$ cat src/rtl/crcmx_pkg.sv
package crcmx_pkg;
    typedef enum logic {
        ST_IDLE = 1'b0,
        ST_RUN  = 1'b1
    } crcmx_state_e;
endpackage

$ cat src/rtl/crcmx_step.sv
// One step of the serial CRC register: shift left, feed back the polynomial
// when the outgoing bit XOR the serial input is 1.
module crcmx_step #(
    parameter int unsigned W = 5
) (
    input  logic [W-1:0] cur,
    input  logic [W-1:0] poly,
    input  logic         din,
    output logic [W-1:0] nxt
);
    logic fb;
    assign fb = cur[W-1] ^ din;

    assign nxt[0] = fb & poly[0];
    for (genvar i = 1; i < W; i++) begin : g_bit
        assign nxt[i] = cur[i-1] ^ (fb & poly[i]);
    end
endmodule

$ cat src/rtl/crcmx_seq.sv
// Job sequencer: accepts start when idle, walks the row index, ends with done.
module crcmx_seq
    import crcmx_pkg::*;
#(
    parameter int unsigned CNT_W = 8
) (
    input  logic             clk,
    input  logic             rst,
    input  logic             start,
    input  logic [CNT_W-1:0] row_count,
    output logic             accept,
    output logic             advance,
    output logic             busy,
    output logic             valid,
    output logic             done,
    output logic [CNT_W-1:0] index
);
    typedef struct packed {
        crcmx_state_e     st;
        logic [CNT_W-1:0] idx;
        logic [CNT_W-1:0] last;
        logic             valid;
        logic             done;
    } seq_t;

    seq_t seq_d, seq_q;

    always_comb begin
        seq_d       = seq_q;
        seq_d.valid = 1'b0;
        seq_d.done  = 1'b0;
        accept      = 1'b0;
        advance     = 1'b0;
        unique case (seq_q.st)
            ST_IDLE: begin
                if (start) begin
                    accept = 1'b1;
                    if (row_count == '0) begin
                        seq_d.done = 1'b1;
                    end else begin
                        seq_d.st    = ST_RUN;
                        seq_d.idx   = '0;
                        seq_d.last  = row_count - 1'b1;
                        seq_d.valid = 1'b1;
                    end
                end
            end
            ST_RUN: begin
                if (seq_q.idx == seq_q.last) begin
                    seq_d.st   = ST_IDLE;
                    seq_d.done = 1'b1;
                end else begin
                    seq_d.idx   = seq_q.idx + 1'b1;
                    seq_d.valid = 1'b1;
                    advance     = 1'b1;
                end
            end
            default: seq_d.st = ST_IDLE;
        endcase
    end

    always_ff @(posedge clk) begin
        if (rst) begin
            seq_q <= '{st: ST_IDLE, idx: '0, last: '0, valid: 1'b0, done: 1'b0};
        end else begin
            seq_q <= seq_d;
        end
    end

    assign busy  = (seq_q.st == ST_RUN);
    assign valid = seq_q.valid;
    assign done  = seq_q.done;
    assign index = seq_q.idx;

    // consecutive rows carry consecutive indices
    a_r4_index_step: assert property (@(posedge clk) disable iff (rst)
        valid && $past(valid) |-> index == CNT_W'($past(index) + 1'b1));

    // a fresh burst of rows starts at index 0
    a_r4_first_index: assert property (@(posedge clk) disable iff (rst)
        valid && !$past(valid) |-> index == '0);

    // done never coincides with a valid row
    a_r5_done_excl: assert property (@(posedge clk) disable iff (rst)
        !(valid && done));

    // done only follows a last row or a zero-length start
    a_r5_done_cause: assert property (@(posedge clk) disable iff (rst)
        done |-> $past(valid) || $past(accept));
endmodule

$ cat src/rtl/crc_matrix_rowgen.sv
// Top: holds the captured polynomial and the row register.
module crc_matrix_rowgen
    import crcmx_pkg::*;
#(
    parameter int unsigned W     = 5,
    parameter int unsigned CNT_W = 8
) (
    input  logic             clk,
    input  logic             rst,
    input  logic             start,
    input  logic [W-1:0]     poly_in,
    input  logic [CNT_W-1:0] row_count,
    output logic [W-1:0]     row_value,
    output logic [CNT_W-1:0] row_index,
    output logic             row_valid,
    output logic             done
);
    typedef struct packed {
        logic [W-1:0] row;
        logic [W-1:0] poly;
    } dp_t;

    dp_t dp_d, dp_q;

    logic         accept, advance, busy;
    logic [W-1:0] step_cur, step_poly, step_nxt;
    logic         step_din;

    crcmx_seq #(.CNT_W(CNT_W)) seq_i (
        .clk       (clk),
        .rst       (rst),
        .start     (start),
        .row_count (row_count),
        .accept    (accept),
        .advance   (advance),
        .busy      (busy),
        .valid     (row_valid),
        .done      (done),
        .index     (row_index)
    );

    crcmx_step #(.W(W)) step_i (
        .cur  (step_cur),
        .poly (step_poly),
        .din  (step_din),
        .nxt  (step_nxt)
    );

    always_comb begin
        // On acceptance the register is treated as cleared and the lone 1 enters.
        step_cur  = accept ? '0 : dp_q.row;
        step_poly = accept ? poly_in : dp_q.poly;
        step_din  = accept;

        dp_d = dp_q;
        if (accept) begin
            dp_d.poly = poly_in;
        end
        if (accept || advance) begin
            dp_d.row = step_nxt;
        end
    end

    always_ff @(posedge clk) begin
        if (rst) begin
            dp_q <= '0;
        end else begin
            dp_q <= dp_d;
        end
    end

    assign row_value = dp_q.row;

    // row 0 is the captured polynomial
    a_r2_first_row: assert property (@(posedge clk) disable iff (rst)
        row_valid && row_index == '0 |-> row_value == dp_q.poly);

    // every later row follows from the previous one
    a_r3_row_step: assert property (@(posedge clk) disable iff (rst)
        row_valid && $past(row_valid) |->
            row_value == ({$past(row_value[W-2:0]), 1'b0} ^
                          ($past(row_value[W-1]) ? dp_q.poly : '0)));

    // the captured polynomial holds while a job runs
    a_r6_poly_hold: assert property (@(posedge clk) disable iff (rst)
        busy |=> $stable(dp_q.poly));
endmodule

$ cat config.mk
export PLATFORM = sky130hd
export DESIGN_NAME = crc_matrix_rowgen
export DESIGN_NICKNAME = d
export VERILOG_FILES = /design/src/rtl/crcmx_pkg.sv /design/src/rtl/crcmx_step.sv /design/src/rtl/crcmx_seq.sv /design/src/rtl/crc_matrix_rowgen.sv
export SDC_FILE = /design/constraint.sdc
export NUM_CORES = 1
export LEC_CHECK = 0
export BUFFER_PORTS_ARGS = -buffer_cell sky130_fd_sc_hd__buf_4
export CAP_MARGIN = 20
export CORE_MARGIN = 3
export CORE_UTILIZATION = 45
export DETAILED_ROUTE_END_ITERATION = 8
export GPL_ROUTABILITY_DRIVEN = 0
export PLACE_DENSITY = 0.71
export SYNTH_ARGS = -nofsm -noshare
export SYNTH_HDL_FRONTEND = slang
export SYNTH_SLANG_ARGS = --single-unit
$ cat constraint.sdc
create_clock -name clk -period 1.8 [get_ports clk]
set_input_delay 0.54 -clock clk [delete_from_list [all_inputs] [get_ports clk]]
set_output_delay 0.54 -clock clk [all_outputs]
set_load 0.01 [all_outputs]
==> flow_summary.ini <==
[run_status]
status = finished, final reports clean

[global_route]
grt_max_degree = 34
grt_pass1_wl_um = 6741
antenna_found_initial = 0
grt_pass1_vias = 1432
grt_use_total = 0.1627
gr-total-overflow = 0

[flow_run]
cap_violations = 0

[critical_path]
worstSetupStartpointType = flip-flop
criticalPathCategory = flip-flop to output port
cp_data_required_time_ns = 1.26
cp.arrival_ns = 1.10
path_max_fanout = 33
worstSetupEndpointType = output port

[cts]
cts_max_path_buffers = 2
root_buffer = clkbuf_8
cts_sinks = 28
clock_latency_ns = 0.28
cts_tree = yes
cts_resized = 0
post-cts-setup-buffers = 0
hold_buffers = 0
clkTransAtPathRegs_ns = 0.10
htree_levels = 1
numCtsBuffers = 3

[power]
internal_power_uw = 1138
clkPwrFrac = 0.314
switchingPower_uw = 460.9
comb_power_share = 0.250
power_density_mw_per_mm2 = 736.2
peakVddDrop_mv = 0.3715
swShare = 0.2883
seqPwrFrac = 0.436
leakage_uw = 0.0007946

[synthesis]
ys_warn_count = 0
synth_edf_count = 0
syn_inst = 225
synth_seq_cells = 28
synth-seq-area-share = 0.2938
synth_cell_types = 49
synth_top_area_frac = 0.2938
synth.area.top_cells = dfxtp_1 (29%), nand2_1 (6.3%), buf_4 (5.9%)
ys.flop_type = dfxtp_1
yosysTopAreaCell = dfxtp_1
syn-num-nets = 244
mappedNetlistArea_mm2 = 0.001908
avgSynthCellArea_um2 = 8.480
async_flop_share = 0

[die]
die-area_mm2 = 0.005057
floorplan.rows = 23
die_h_um = 71.12
initial_core_util = 0.4702
io_pins = 31
dieWidth_um = 71.12
core_area_mm2 = 0.004058

[finish]
post-route-util = 0.5353
fin_nets = 264
diodes = 0
layout_commonest_cell = buf_4
layout-drive-gt1-share = 0.2541
synthToLayoutAreaGrowth_pct = 13.84
layout_common_cells = buf_4 (46), nand2_1 (32), dfxtp_1 (28)

[routing]
detail-route-antenna-nets = 0
first_pass_iters = 4
drc = 0
routed_wl_um = 4130
avgRoutedWirePerCell_um = 14.05
vias = 1653
drtIter0Drc = 152
via_per_inst = 5.622

[timing]
fin_setup_tns_ns = 0
drv_slew = 0
hold_viol_final = 0
max_slew_margin = 0.7989
fmax_mhz = 608.3
finalSetupViolCount = 0
tightest_slew_ns = 0.2994
rsz0062_at_grt = false
period_minus_slack_ns = 1.644
skew_ns = 0.005298
fin_crit_sh = 0.9133

[placed_design]
hpwl_um = 3044
io_buffers = 30

[hold_path]
hold_path.class = flip-flop to flip-flop
[cell type report]
cell class	instances	area [um^2]
fill	388	1886
multi-input combinational	162	1117
sequential	28	560.5
timing repair buffer	46	345.3
tap	50	62.56
clock buffer	3	41.29
clock inverter	1	30.03
inverter	4	15.01
[logic make-up after synthesis]
family	after synthesis	synth area share
buffers and inverters	35	0.1207
multiplexers	6	0.03213
AO/OA/AOI/OAI	41	0.1699
flip-flops	28	0.2938
XOR/XNOR	18	0.09049
AND/OR/NAND/NOR	94	0.2734
adder cells (fa/ha/maj)	3	0.01967
[flip-flops by register name (all words and copies together) (netlist names)]
signal and flops:
dp_q 5, row_value 5, seq_i.busy 1, seq_i.done 1, seq_i.index 8, seq_i.seq_q 8
[cell usage after synthesis (all sizes together), types with 2 or more instances]
cell    instances
nor4            9
nand3b          2
nor3            8
nor4b           3
a211oi          8
a31oi           2
nor2b           2
a21oi           8
a311o           6
and4            4
mux2i           5
nand2          33
ha              3
nand2b          2
xor2            4
buf            26
inv             3
o32ai           2
nand3           7
clkbuf          5
nor3b           5
dfxtp          28
o21ai           4
nand4           4
nor2           13
o311ai          3
xnor2          14
[critical path, cell delays in order (launching register included)]
cell	delay (ns)
dfxtp_1	0.35
buf_4	0.30
buf_4	0.18
[worst paths after layout]
check / from / endpoint / slack, ns / cells after the start
worst max-delay path: seq_i.busy$_SDFF_PP0_ / row_valid / 0.16 / 2
worst min-delay path: dp_q[0]$_SDFF_PP0_ / dp_q[0]$_SDFF_PP0_ / 0.46 / 2
worst max register to register: seq_i.index[2]$_SDFFE_PP0P_ / seq_i.index[6]$_SDFFE_PP0P_ / 0.21 / 4
worst min register to register: dp_q[0]$_SDFF_PP0_ / dp_q[0]$_SDFF_PP0_ / 0.46 / 2
[through the flow]
step	setup slack, ns	hold slack (ns)	total power [uW]	cell area, um^2	instances
floorplan	0.1766	0.4322	1001	1908	225
global placement	0.02768	0.4414	1105	2101	290
detailed placement	-0.003503	0.4514	1107	2101	290
CTS	0.1569	0.4663	1604	2172	294
global route	0.1013	0.4806	1670	2172	294
finish	0.1561	0.4642	1599	2172	294
[routing by layer]
metal | part of all wire | track usage | up-vias
met5 | 0 | 0 | -
met4 | 0.0075 | 0.04384 | 0
met3 | 0.048 | 0.03125 | 2
met2 | 0.46 | 0.2523 | 43
met1 | 0.48 | 0.2309 | 765
li1 | - | - | 843
[power by group through the flow]
stage / clock [uW] / combinational, uW / sequential [uW]
2_1_floorplan: 0 / 295 / 706
3_3_place_gp: 0 / 394 / 711
3_5_place_dp: 0 / 396 / 712
4_1_cts: 509 / 398 / 697
5_1_grt: 531 / 435 / 703
6_report: 503 / 399 / 697
Power figures use the tool's default switching activity.
